## src/rtl/ofq_pkg.sv

```systemverilog
package ofq_pkg;
    parameter int CHAN_W = 14;
    parameter int ID_W   = 8;
    parameter int REG_W  = 16;
    parameter int CNT_W  = 16;

    typedef enum logic [1:0] {
        RA_OWN   = 2'd0,
        RA_AUX   = 2'd1,
        RA_FORCE = 2'd2,
        RA_PERR  = 2'd3
    } reg_addr_t;

    typedef struct packed {
        logic [CHAN_W-1:0] chan;
        logic              par;
        logic              nul;
        logic              fc_n;
        logic [ID_W-1:0]   sid;
    } slot_t;

    function automatic logic parity_bad(input logic [CHAN_W-1:0] c, input logic p);
        return ^{c, p};
    endfunction
endpackage

```

## src/rtl/orf_filter.sv

```systemverilog
module orf_filter
    import ofq_pkg::*;
(
    input  logic             clk,
    input  logic             rst,
    input  slot_t            slot,
    input  logic [ID_W-1:0]  own_id,
    input  logic             accept_all,
    output logic             acc,
    output logic [CNT_W-1:0] perr_cnt
);
    logic id_ok;
    logic perr;

    assign id_ok = accept_all || (slot.sid == own_id);
    assign acc   = !slot.nul && slot.fc_n && id_ok;
    assign perr  = !slot.nul && parity_bad(slot.chan, slot.par);

    always_ff @(posedge clk) begin
        if (rst) perr_cnt <= '0;
        else if (perr) perr_cnt <= perr_cnt + 1'b1;
    end


    null_reject_chk: assert property (@(posedge clk) disable iff (rst)
        slot.nul |-> !acc);

    fc_reject_chk: assert property (@(posedge clk) disable iff (rst)
        !slot.fc_n |-> !acc);
endmodule

```

## src/rtl/orf_regs.sv

```systemverilog
module orf_regs
    import ofq_pkg::*;
(
    input  logic              clk,
    input  logic              rst,
    input  logic              we,
    input  logic [1:0]        addr,
    input  logic [REG_W-1:0]  wdata,
    input  logic [CNT_W-1:0]  perr_cnt,
    input  logic              force_taken,
    output logic [REG_W-1:0]  rdata,
    output logic [ID_W-1:0]   own_id,
    output logic              accept_all,
    output logic [CHAN_W-1:0] fchan,
    output logic              pend
);
    logic [ID_W-1:0] aux;
    reg_addr_t       ra;

    assign ra = reg_addr_t'(addr);

    always_ff @(posedge clk) begin
        if (rst) begin
            own_id     <= '0;
            accept_all <= 1'b0;
            aux        <= '0;
            fchan      <= '0;
            pend       <= 1'b0;
        end else begin
            if (we && ra == RA_OWN) begin
                own_id     <= wdata[ID_W-1:0];
                accept_all <= wdata[ID_W];
            end
            if (we && ra == RA_AUX) aux <= wdata[ID_W-1:0];
            if (we && ra == RA_FORCE) begin
                fchan <= wdata[CHAN_W-1:0];
                pend  <= 1'b1;
            end else if (force_taken) begin
                pend  <= 1'b0;
            end
        end
    end

    always_comb begin
        unique case (ra)
            RA_OWN:   rdata = REG_W'({accept_all, own_id});
            RA_AUX:   rdata = REG_W'(aux);
            RA_FORCE: rdata = {pend, {(REG_W-CHAN_W-1){1'b0}}, fchan};
            RA_PERR:  rdata = REG_W'(perr_cnt);
            default:  rdata = '0;
        endcase
    end


    flag_set_chk: assert property (@(posedge clk) disable iff (rst)
        (we && ra == RA_FORCE) |=> pend);
endmodule

```

## src/rtl/orf_merge.sv

```systemverilog
module orf_merge
    import ofq_pkg::*;
(
    input  logic              clk,
    input  logic              rst,
    input  logic              acc,
    input  logic [CHAN_W-1:0] chan,
    input  logic              pend,
    input  logic [CHAN_W-1:0] fchan,
    output logic              push,
    output logic [CHAN_W-1:0] push_chan,
    output logic              force_taken
);
    logic              hv;
    logic [CHAN_W-1:0] hchan;

    assign force_taken = pend && !hv;
    assign push        = force_taken || hv || acc;

    always_comb begin
        if (force_taken)  push_chan = fchan;
        else if (hv)      push_chan = hchan;
        else              push_chan = chan;
    end

    always_ff @(posedge clk) begin
        if (rst) begin
            hv    <= 1'b0;
            hchan <= '0;
        end else if (force_taken || hv) begin
            hv    <= acc;
            hchan <= chan;
        end else begin
            hv    <= 1'b0;
        end
    end


    hold_source_chk: assert property (@(posedge clk) disable iff (rst)
        !acc |=> !hv);
endmodule

```

## src/rtl/orf_fifo.sv

```systemverilog
module orf_fifo #(
    parameter int DEPTH = 16,
    parameter int W     = 14
) (
    input  logic         clk,
    input  logic         rst,
    input  logic         push,
    input  logic [W-1:0] din,
    input  logic         pop,
    output logic         empty,
    output logic [W-1:0] head,
    output logic         ovf
);
    localparam int PW = (DEPTH > 1) ? $clog2(DEPTH) : 1;
    localparam int CW = $clog2(DEPTH + 1);

    logic [W-1:0]  mem [DEPTH];
    logic [PW-1:0] rp, wp;
    logic [CW-1:0] cnt;
    logic          full, pop_ok, push_ok;

    assign empty   = (cnt == '0);
    assign full    = (cnt == CW'(DEPTH));
    assign pop_ok  = pop && !empty;
    assign push_ok = push && (!full || pop_ok);
    assign head    = mem[rp];

    function automatic logic [PW-1:0] nxt(input logic [PW-1:0] p);
        return (p == PW'(DEPTH - 1)) ? '0 : p + 1'b1;
    endfunction

    always_ff @(posedge clk) begin
        if (rst) begin
            rp  <= '0;
            wp  <= '0;
            cnt <= '0;
            ovf <= 1'b0;
        end else begin
            ovf <= push && !push_ok;
            if (push_ok) begin
                mem[wp] <= din;
                wp      <= nxt(wp);
            end
            if (pop_ok) rp <= nxt(rp);
            if (push_ok && !pop_ok)      cnt <= cnt + 1'b1;
            else if (pop_ok && !push_ok) cnt <= cnt - 1'b1;
        end
    end


    cnt_range_chk: assert property (@(posedge clk) disable iff (rst)
        cnt <= CW'(DEPTH));

    full_drop_chk: assert property (@(posedge clk) disable iff (rst)
        (full && push && !pop) |=> (full && ovf));
endmodule

```

## src/rtl/own_req_fifo.sv

```systemverilog
module own_req_fifo
    import ofq_pkg::*;
#(
    parameter int DEPTH = 16
) (
    input  logic              clk,
    input  logic              rst,
    input  logic [CHAN_W-1:0] in_chan,
    input  logic              in_par,
    input  logic              in_null,
    input  logic              in_fc_n,
    input  logic [ID_W-1:0]   in_sid,
    input  logic              host_we,
    input  logic [1:0]        host_addr,
    input  logic [REG_W-1:0]  host_wdata,
    output logic [REG_W-1:0]  host_rdata,
    input  logic              out_take,
    output logic [CHAN_W-1:0] out_chan,
    output logic              out_null,
    output logic              ovf_err
);
    slot_t             slot;
    logic              acc, accept_all, pend, force_taken, push, empty;
    logic [ID_W-1:0]   own_id;
    logic [CNT_W-1:0]  perr_cnt;
    logic [CHAN_W-1:0] fchan, push_chan, head;

    assign slot = '{chan: in_chan, par: in_par, nul: in_null, fc_n: in_fc_n, sid: in_sid};

    orf_filter u_filter (
        .clk(clk), .rst(rst), .slot(slot), .own_id(own_id),
        .accept_all(accept_all), .acc(acc), .perr_cnt(perr_cnt)
    );

    orf_regs u_regs (
        .clk(clk), .rst(rst), .we(host_we), .addr(host_addr),
        .wdata(host_wdata), .perr_cnt(perr_cnt), .force_taken(force_taken),
        .rdata(host_rdata), .own_id(own_id), .accept_all(accept_all),
        .fchan(fchan), .pend(pend)
    );

    orf_merge u_merge (
        .clk(clk), .rst(rst), .acc(acc), .chan(in_chan), .pend(pend),
        .fchan(fchan), .push(push), .push_chan(push_chan),
        .force_taken(force_taken)
    );

    orf_fifo #(.DEPTH(DEPTH), .W(CHAN_W)) u_fifo (
        .clk(clk), .rst(rst), .push(push), .din(push_chan),
        .pop(out_take), .empty(empty), .head(head), .ovf(ovf_err)
    );

    assign out_null = empty;
    assign out_chan = empty ? '1 : head;


    empty_null_chk: assert property (@(posedge clk) disable iff (rst)
        (out_null && !push) |=> out_null);
endmodule

```

## config.mk

```make
export PLATFORM = sky130hd
export DESIGN_NAME = own_req_fifo
export DESIGN_NICKNAME = d
export VERILOG_FILES = /design/src/rtl/ofq_pkg.sv /design/src/rtl/orf_filter.sv /design/src/rtl/orf_regs.sv /design/src/rtl/orf_merge.sv /design/src/rtl/orf_fifo.sv /design/src/rtl/own_req_fifo.sv
export SDC_FILE = /design/constraint.sdc
export NUM_CORES = 1
export LEC_CHECK = 0
export BUFFER_PORTS_ARGS = -buffer_cell sky130_fd_sc_hd__buf_2
export CAP_MARGIN = 10
export CORE_ASPECT_RATIO = 2
export CORE_MARGIN = 4
export CORE_UTILIZATION = 32
export CTS_CLUSTER_DIAMETER = 50
export CTS_CLUSTER_SIZE = 16
export DETAILED_ROUTE_END_ITERATION = 6
export GPL_TIMING_DRIVEN = 0
export PLACE_DENSITY = 0.57
export SYNTH_ARGS = -nofsm -noshare
export SYNTH_HDL_FRONTEND = slang
export SYNTH_SLANG_ARGS = --single-unit
```

## constraint.sdc

```tcl
create_clock -name clk -period 5.3 [get_ports clk]
set_clock_uncertainty 0.2 [all_clocks]
set_input_delay 0.795 -clock clk [delete_from_list [all_inputs] [get_ports clk]]
set_output_delay 0.795 -clock clk [all_outputs]
set_load 0.005 [all_outputs]
```

==> results.toml, run 1 <==
[cts]
worst_setup_hold_path_clk_slew_ns = 0.07
h-tree-depth = 1
clkSinkCount = 305
clock_tree_from_tritoncts = "yes"
worst_skew_pair_latency_ns = 0.52
clk_tree_root_cell = "sky130_fd_sc_hd__clkbuf_16"
cts.path.max_buffers = 3
cts-hold-fix-buffers = 0
cts_made_buffers = 23
post_cts_setup_buffers = 0
cts_repair_resizes = 0

[power]
power_density_over_the_cells_mw_per_mm2 = 371
peakVddDrop_uv = 179
total_leakage_power_nw = 4.70

[timing]
timing.final.ws_setup_ns = 0.790
final_period_minus_worst_setup_slack_ns = 4.51
slew_violations = 0
worst_slew_pin_slew_ns = 1.07
fmax_mhz = 222
period_share = 0.851
report.final.hold_viol_count = 0
fin_tns_setup_ns = 0
relSlewSlack = 0.283
grt_setup_unrepaired = "false"
finalSetupViolations = 0

[min_path]
hold_path.class = "flip-flop to flip-flop"
hold_start = "u_merge.hchan[3]"

[route]
drtIter0Drc = 402
vias = 7042
routed_wirelength_um = 30300
route.detailed.vias_per_inst = 4.79
detailedRoute.firstPassIterationCount = 4
drc = 0
routedWlPerCell_um = 20.7
detail-route-antenna-nets = 0

[synthesis]
yosys-top-cells-count = "224 x sky130_fd_sc_hd__edfxtp_1, 83 x sky130_fd_sc_hd__nand2_1, 81 x sky130_fd_sc_hd__dfxtp_1"
synth_area_per_cell_um2 = 15.6
synth_mux_area_frac = 0.171
synth-main-ff-cell = "sky130_fd_sc_hd__edfxtp_1"
post_synth_xor_area_fraction = 0.0283
synth_sequential_area_ratio = 0.660
ys_types = 45
dominant_combinational_cell_family_by_area_after_synthesis = "multiplexers"
synthTopCellsByArea = "sky130_fd_sc_hd__edfxtp_1 53%, sky130_fd_sc_hd__mux4_2 14%, sky130_fd_sc_hd__dfxtp_1 13%, sky130_fd_sc_hd__mux2i_1 3.2%, sky130_fd_sc_hd__nand2_1 2.5%"
synth_top_area_frac = 0.532
synth_enable_flop_cells = 224
ys_warn_count = 0
synthDominantAreaCellType = "sky130_fd_sc_hd__edfxtp_1"
synthesis.area_mm2 = 0.0127
synth_fa_ha_area_frac = 0.0115
synth_async_sr_flop_share = 0
synth_seq_cells = 305
synthesis.nets = 867
compound_cell_area_share_of_the_yosys_netlist = 0.0315
count_of_mapped_cells_out_of_synthesis = 809
synth_simple_gate_area_share = 0.0815
yosysMostFrequentCell = "sky130_fd_sc_hd__edfxtp_1"

[worst_setup_path]
startpoint_type = "flip-flop"
critical_path_class = "flip-flop to primary output"
cpMaxStageDelayCell = "sky130_fd_sc_hd__clkbuf_1"
count_of_buffer_and_inverter_cells_on_the_critical_path = 3
cp_top_family = "buffers and inverters"
setup.worst_path.end_class = "primary output"
critical_path_required_ns = 4.30
longest_individual_stage_delay_on_the_worst_path_ns = 0.81
r2r_start = "u_regs.own_id[0]"
crit_arrival_ns = 3.52
crit_path_cell_trace = "clkbuf_1 -> clkbuf_1 -> mux4_2 -> mux4_2 -> or2_2 -> buf_2"
path_max_fanout = 10

[global_routing]
grt_antenna_before_repair = 0
via_count_of_the_first_global_routing_pass = 7503
grt_pass1_wl_um = 45900
grt_max_degree = 18
track_usage = 0.141
globalRouteOverflowTotal = 0

[cells_and_area]
final_layout_size_suffix_gt1_frac = 0.263
finished_core_util = 0.376
num_antenna_cells = 0
area_overhead_of_the_layout_relative_to_synthesis_pct = 15.6
finish.instance_area_mm2 = 0.0146
final_nets = 991
layout.cells.non_filler = 1469
fill_cells = 3664

[status]
status = "finished clean"

[floorplan]
die_w_um = 149
die_height_um = 289
dieArea_mm2 = 0.0430
num_rows = 102
start_util = 0.325
io_pins = 79
fp.coreArea_mm2 = 0.0389

[placement]
place_congestion = 0.772
dpl_worst_slack_ns = 1.06
dp_hpwl_um = 23200
postPlaceCellArea_mm2 = 0.0140
placement.io_buffers = 75
post-place-cells = 1427

[job]
max_cap_violations = 0
-- metrics by stage --
step | power, W | hold WS, ns
3_3_place_gp | 0.00388 | 0.239
4_1_cts | 0.00554 | 0.255
2_1_floorplan | 0.00349 | 0.232
6_report | 0.00543 | 0.255
3_5_place_dp | 0.00391 | 0.245
5_1_grt | 0.00571 | 0.274
-- path summary, 6_finish.rpt --
| kind | endpoint | slack, ns | depth (start not counted) |
|---|---|---|---|
| worst max-delay path | out_chan[6] | 0.79 | 6 |
| worst min-delay path | u_merge.hchan[3] | 0.25 | 2 |
| worst max register to register | u_fifo.cnt[4] | 1.62 | 12 |
| worst min register to register | u_merge.hchan[3] | 0.25 | 2 |
-- cell usage in the layout, fill, tap and decap left out, drive strengths merged, types with 2 or more instances in the layout --
master,instances
nand2b,8
mux2i,41
xor2,11
xnor3,3
nand2,83
nand3,8
o21ai,23
nand3b,4
a21o,3
ha,10
edfxtp,224
nor2,60
nor3,3
nor3b,3
clkbuf,71
buf,111
or2,15
a31oi,2
dfxtp,81
mux4,78
a21oi,45
xnor2,22
inv,8
nor4b,4
nor2b,6
nor4,6
or3,6
-- kinds of logic (layout without fill, tap and decap cells) --
kind of cell / after synthesis / after routing
XOR/XNOR: 36 / 36
AO/OA/AOI/OAI: 75 / 75
flip-flops: 305 / 305
adder cells (fa/ha/maj): 11 / 11
multiplexers: 119 / 119
AND/OR/NAND/NOR: 213 / 213
buffers and inverters: 50 / 190
-- metal layers --
layer	share of wire	global-route usage	wire length, um
met3	0.034	0.0178	1020
met4	0.028	0.0472	857
met5	0	0	0
met1	0.34	0.139	10300
met2	0.60	0.294	18200
-- final cells by class --
cell class | count | area (um2) | share of cell area
flip-flops and latches | 305 | 8350 | 0.571
multi-input cells | 454 | 4140 | 0.283
well taps | 520 | 651 | 0.0445
clock buffers | 39 | 636 | 0.0434
repair buffers | 99 | 636 | 0.0434
plain buffers | 44 | 181 | 0.0124
inverters | 6 | 22.5 | 0.00154
clock inverters | 2 | 17.5 | 0.00120
-- worst min-delay path, cell delays in order, from the launching register on --
cell and delay [ns]:
sky130_fd_sc_hd__dfxtp_1 0.31, sky130_fd_sc_hd__nand2_1 0.05, sky130_fd_sc_hd__a21oi_1 0.05
-- flip-flops by register name, indices dropped and copies added, names as in the netlist, named ones only --
signal,count
u_fifo.mem,224
u_filter.perr_cnt,16
u_merge.hchan,14
u_regs.fchan,14
u_regs.aux,8
u_regs.own_id,8
u_fifo.cnt,5
u_fifo.rp,4
u_fifo.wp,4
u_fifo.ovf,1
u_merge.hv,1
u_regs.accept_all,1
u_regs.pend,1
-- where the power goes --
| part | total, W | leakage, nW | internal, W | switching [W] |
|---|---|---|---|---|
| clock | 0.00162 | 0.311 | 0.000822 | 0.000794 |
| sequential | 0.00265 | 2.67 | 0.00261 | 0.0000420 |
| combinational | 0.00116 | 1.72 | 0.000558 | 0.000604 |
Power figures use the tool's default switching activity.
==> inputs of run 2 (changes only) <==
--- a/config.mk
+++ b/config.mk
@@ -15,6 +15,7 @@
 export DETAILED_ROUTE_END_ITERATION = 6
 export GPL_TIMING_DRIVEN = 0
 export PLACE_DENSITY = 0.57
+export RECOVER_POWER = 25
 export SYNTH_ARGS = -nofsm -noshare
 export SYNTH_HDL_FRONTEND = slang
 export SYNTH_SLANG_ARGS = --single-unit
==> results.toml, run 2 (synthesis gave the netlist of run 1 again) <==
[power]
power_density_over_the_cells_mw_per_mm2 = 372
power_report.internal_total_w = 0.00398
total_leakage_power_nw = 4.66
combPwrFrac = 0.212
power_dissipated_by_switching_net_loads_w = 0.00144
total_power_w = 0.00542
power.share.clock = 0.299
power.sequential.fraction = 0.489
switching_share = 0.266
peakVddDrop_uv = 180

[cts]
clock_tree_from_tritoncts = "yes"
cts_repair_resizes = 0
worst_setup_hold_path_clk_slew_ns = 0.07
clk_tree_root_cell = "sky130_fd_sc_hd__clkbuf_16"
cts_made_buffers = 23
h-tree-depth = 1
post_cts_setup_buffers = 0
worst_skew_pair_latency_ns = 0.52
cts.path.max_buffers = 3
clkSinkCount = 305
cts-hold-fix-buffers = 0

[cells_and_area]
area_overhead_of_the_layout_relative_to_synthesis_pct = 15.2
fill_cells = 3673
largest_register_ffs = 224
multi_input_area_mm2 = 0.00411
layout.cells.non_filler = 1469
final_nets = 991
mostFrequentLayoutCells = "224 x sky130_fd_sc_hd__edfxtp_1, 83 x sky130_fd_sc_hd__nand2_1, 81 x sky130_fd_sc_hd__buf_2, 81 x sky130_fd_sc_hd__dfxtp_1, 78 x sky130_fd_sc_hd__mux4_2"
layout_commonest_cell = "sky130_fd_sc_hd__edfxtp_1"
biggestRegsByFlops = "u_fifo.mem (224), u_filter.perr_cnt (16)"
registers.top_by_ff_count = "u_fifo.mem"
num_antenna_cells = 0
layout.area.seq_mm2 = 0.00835
final_layout_size_suffix_gt1_frac = 0.250

[route]
detail-route-antenna-nets = 0
detailedRoute.firstPassIterationCount = 4
drc = 0
route.detailed.vias_per_inst = 4.83
vias = 7088
routedWlPerCell_um = 20.6
drtIter0Drc = 436
routed_wirelength_um = 30300

[placement]
post-place-cells = 1427
place_congestion = 0.772
dpl_worst_slack_ns = 1.06
dp_hpwl_um = 23200
placement.io_buffers = 75

[worst_setup_path]
critical_path_required_ns = 4.30
path_max_fanout = 10
setup.worst_path.end_class = "primary output"
startpoint_type = "flip-flop"
critical_path_class = "flip-flop to primary output"
cp_top_family = "buffers and inverters"
crit_arrival_ns = 3.51
count_of_buffer_and_inverter_cells_on_the_critical_path = 3
cpMaxStageDelayCell = "sky130_fd_sc_hd__clkbuf_1"
longest_individual_stage_delay_on_the_worst_path_ns = 0.80
crit_path_cell_trace = "clkbuf_1 -> clkbuf_1 -> mux4_2 -> mux4_2 -> or2_2 -> buf_2"

[global_routing]
globalRouteOverflowTotal = 0
grt_antenna_before_repair = 0
track_usage = 0.141
grt_pass1_wl_um = 45900
grt_max_degree = 18
via_count_of_the_first_global_routing_pass = 7503

[floorplan]
die_height_um = 289
num_rows = 102
die_w_um = 149
dieArea_mm2 = 0.0430
start_util = 0.325
io_pins = 79
fp.coreArea_mm2 = 0.0389

[job]
max_cap_violations = 2

[timing]
final_period_minus_worst_setup_slack_ns = 4.51
slew_violations = 34
period_share = 0.850
fmax_mhz = 222
relSlewSlack = -0.127
hold_slack_ns = 0.254
report.final.hold_viol_count = 0
worst_slew_pin_slew_ns = 1.67
grt_setup_unrepaired = "false"
finalSetupViolations = 0
timing.final.ws_setup_ns = 0.794
fin_tns_setup_ns = 0

[status]
failed_checks = "capacitance limit, slew limit"
status = "finished, violations left"

[min_path]
hold_path.class = "flip-flop to flip-flop"
## run 2: cell types whose count changed in the layout (fill, tap and decap cells not counted), moves of 2 or more
cell                       change
sky130_fd_sc_hd__buf_1         -2
sky130_fd_sc_hd__buf_2         -5
sky130_fd_sc_hd__o21ai_0       +6
sky130_fd_sc_hd__clkbuf_1     +11
sky130_fd_sc_hd__buf_4         -3
sky130_fd_sc_hd__o21ai_1       -5
## run 2: through the flow
step                 util  instance area, um2
global placement    0.351               13700
finish              0.375               14600
CTS                 0.376               14600
floorplan               -               12700
detailed placement  0.359               14000
global route        0.375               14600
## run 2: worst reg2reg max path: cells and delay by family, from the launching register on
kind | cells | cell delay, ns
AO/OA/AOI/OAI | 5 | 1.79
adder cells (fa/ha/maj) | 2 | 0.85
AND/OR/NAND/NOR | 2 | 0.68
flip-flops | 1 | 0.35
XOR/XNOR | 2 | 0.29
buffers and inverters | 1 | 0.12
## run 2: worst paths after layout
check | slack, ns | cells after the start | start | to
max | 0.79 | 6 | flip-flop | out_chan[6]
min | 0.25 | 2 | u_merge.hchan[0] | u_merge.hchan[0]
max reg2reg | 0.94 | 12 | u_regs.own_id[0] | u_fifo.cnt[4]
min reg2reg | 0.25 | 2 | u_merge.hchan[0] | u_merge.hchan[0]
## run 2: layout make-up
cell class | count | share of cell area
buffer | 44 | 0.0119
clock buffer | 39 | 0.0436
clock inverter | 2 | 0.00120
inverter | 6 | 0.00154
multi-input combinational | 454 | 0.282
sequential | 305 | 0.573
tap | 520 | 0.0446
timing repair buffer | 99 | 0.0424
## run 2: layer usage
layer  vias to the layer above  routed length (um)  GRT usage
met5                         -                   0          0
li1                       3325                   -          -
met4                         0                 844     0.0472
met1                      3533               10300      0.139
met3                        49                1040     0.0178
met2                       181               18100      0.294
## run 2: power by group through the flow
stage                     combinational, W  clock (W)  sequential, W
after floorplan                   0.000796          0        0.00269
after global placement             0.00118          0        0.00270
after detailed placement           0.00121          0        0.00270
after CTS                          0.00121    0.00167        0.00265
after global routing               0.00128    0.00176        0.00266
final                              0.00115    0.00162        0.00265
==> inputs of run 3 (changes only) <==
--- a/config.mk
+++ b/config.mk
@@ -7,14 +7,14 @@
 export LEC_CHECK = 0
 export BUFFER_PORTS_ARGS = -buffer_cell sky130_fd_sc_hd__buf_2
 export CAP_MARGIN = 10
-export CORE_ASPECT_RATIO = 2
+export CORE_ASPECT_RATIO = 0.7
 export CORE_MARGIN = 4
 export CORE_UTILIZATION = 32
 export CTS_CLUSTER_DIAMETER = 50
 export CTS_CLUSTER_SIZE = 16
 export DETAILED_ROUTE_END_ITERATION = 6
 export GPL_TIMING_DRIVEN = 0
-export PLACE_DENSITY = 0.57
+export PLACE_DENSITY = 0.55
 export RECOVER_POWER = 25
 export SYNTH_ARGS = -nofsm -noshare
 export SYNTH_HDL_FRONTEND = slang
==> results.toml, run 3 (synthesis gave the netlist of run 1 again) <==
[route]
detail-route-antenna-nets = 0
detailedRoute.firstPassIterationCount = 5
drc = 0
drtIter0Drc = 638
routed_wirelength_um = 32500
route.detailed.vias_per_inst = 5.02
vias = 7490
routedWlPerCell_um = 21.8

[power]
power_density_over_the_cells_mw_per_mm2 = 395
total_leakage_power_nw = 4.89
peakVddDrop_uv = 225

[cells_and_area]
final_nets = 1003
layout.area.seq_mm2 = 0.00835
final_layout_size_suffix_gt1_frac = 0.278
finished_core_util = 0.388
layout.cells.non_filler = 1492
registers.top_by_ff_count = "u_fifo.mem"
largest_register_ffs = 224
fill_cells = 3654
num_antenna_cells = 0
area_overhead_of_the_layout_relative_to_synthesis_pct = 18.9
biggestRegsByFlops = "u_fifo.mem (224), u_filter.perr_cnt (16)"
mostFrequentLayoutCells = "224 x sky130_fd_sc_hd__edfxtp_1, 83 x sky130_fd_sc_hd__nand2_1, 81 x sky130_fd_sc_hd__dfxtp_1, 79 x sky130_fd_sc_hd__buf_2, 78 x sky130_fd_sc_hd__mux4_2"
layout_commonest_cell = "sky130_fd_sc_hd__edfxtp_1"
multi_input_area_mm2 = 0.00413

[timing]
grt_setup_unrepaired = "false"
timing.final.ws_setup_ns = 0.721
final_period_minus_worst_setup_slack_ns = 4.58
hold_slack_ns = 0.252
fmax_mhz = 218
relSlewSlack = -0.155
slew_violations = 28
worst_slew_pin_slew_ns = 1.71
finalSetupViolations = 0
fin_tns_setup_ns = 0
period_share = 0.864
report.final.hold_viol_count = 0

[worst_setup_path]
cp-startpoint = "u_regs.own_id[6]"
critical_path_required_ns = 5.59
startpoint_type = "flip-flop"
r2r_start = "u_regs.own_id[6]"
setup.worst_path.end_class = "flip-flop"
critical_path_class = "flip-flop to flip-flop"
path_max_fanout = 10
crit_arrival_ns = 4.87

[global_routing]
global_route.usage.met3 = 0.0305
grt_max_degree = 18
grt_pass1_wl_um = 49100
grt_use_met1 = 0.234
global_route.peak_usage_layer = "met1"
grt_antenna_before_repair = 2
track_usage = 0.153
via_count_of_the_first_global_routing_pass = 7575
met2_usage = 0.226
globalRouteOverflowTotal = 0

[cts]
clock_tree_from_tritoncts = "yes"
worst_skew_pair_latency_ns = 0.56
h-tree-depth = 1
post_cts_setup_buffers = 0
clk_tree_root_cell = "sky130_fd_sc_hd__clkbuf_16"
cts_made_buffers = 29
clkSinkCount = 305
cts.path.max_buffers = 3
worst_setup_hold_path_clk_slew_ns = 0.07
cts-hold-fix-buffers = 0
cts_repair_resizes = 0

[floorplan]
dieArea_mm2 = 0.0428
num_rows = 60
die_height_um = 174
start_util = 0.327
fp.coreArea_mm2 = 0.0387
die_w_um = 246
io_pins = 79

[min_path]
hold_start = "u_merge.hchan[1]"
hold_path.class = "flip-flop to flip-flop"

[placement]
placement.io_buffers = 75
dp_hpwl_um = 22800
dpl_worst_slack_ns = 1.11
post-place-cells = 1440
place_congestion = 0.774

[status]
status = "finished, violations left"
failed_checks = "capacitance limit, slew limit"

[job]
max_cap_violations = 2
-- run 3: path summary, 6_finish.rpt --
| kind | to | slack (ns) | depth (start not counted) |
|---|---|---|---|
| worst max-delay path | u_fifo.cnt[4] | 0.72 | 12 |
| worst min-delay path | u_merge.hchan[1] | 0.25 | 2 |
| worst max register to register | u_fifo.cnt[4] | 0.72 | 12 |
| worst min register to register | u_merge.hchan[1] | 0.25 | 2 |
-- run 3: routing by layer --
layer	wire length, um	part of all wire
met3	1730	0.053
met2	14300	0.44
met5	0	0
met4	658	0.020
met1	15900	0.49
-- run 3: where the power goes --
group | total, W | internal [W] | switching (W) | leakage, nW
logic | 0.00119 | 0.000548 | 0.000638 | 1.74
registers | 0.00265 | 0.00261 | 0.0000432 | 2.67
clock network | 0.00210 | 0.00115 | 0.000947 | 0.474
total | 0.00594 | 0.00431 | 0.00163 | 4.89
-- run 3: area by class of cell --
type	instances	area share
flip-flops and latches	305	0.555
multi-input cells	454	0.275
clock buffers	36	0.0534
repair buffers	105	0.0500
well taps	527	0.0438
plain buffers	44	0.0116
clock inverters	15	0.0101
inverters	6	0.00150
-- run 3: through the flow --
step / total power (W) / instance area [um2]
4_1_cts: 0.00602 / 15100
2_1_floorplan: 0.00349 / 12700
3_5_place_dp: 0.00392 / 14100
3_3_place_gp: 0.00390 / 13700
6_report: 0.00594 / 15000
5_1_grt: 0.00622 / 15000
-- run 3: worst max-delay path, stage by stage, from the launching register on --
cell                      delay (ns)
sky130_fd_sc_hd__dfxtp_1        0.34
sky130_fd_sc_hd__xor2_1         0.17
sky130_fd_sc_hd__nor4_1         0.43
sky130_fd_sc_hd__a21oi_1        0.20
sky130_fd_sc_hd__o21ai_0        1.34
sky130_fd_sc_hd__ha_1           0.39
sky130_fd_sc_hd__inv_1          0.12
sky130_fd_sc_hd__fa_1           0.47
sky130_fd_sc_hd__a21o_1         0.17
sky130_fd_sc_hd__a21oi_1        0.17
sky130_fd_sc_hd__xnor2_1        0.09
sky130_fd_sc_hd__or3_1          0.31
sky130_fd_sc_hd__a21oi_1        0.13
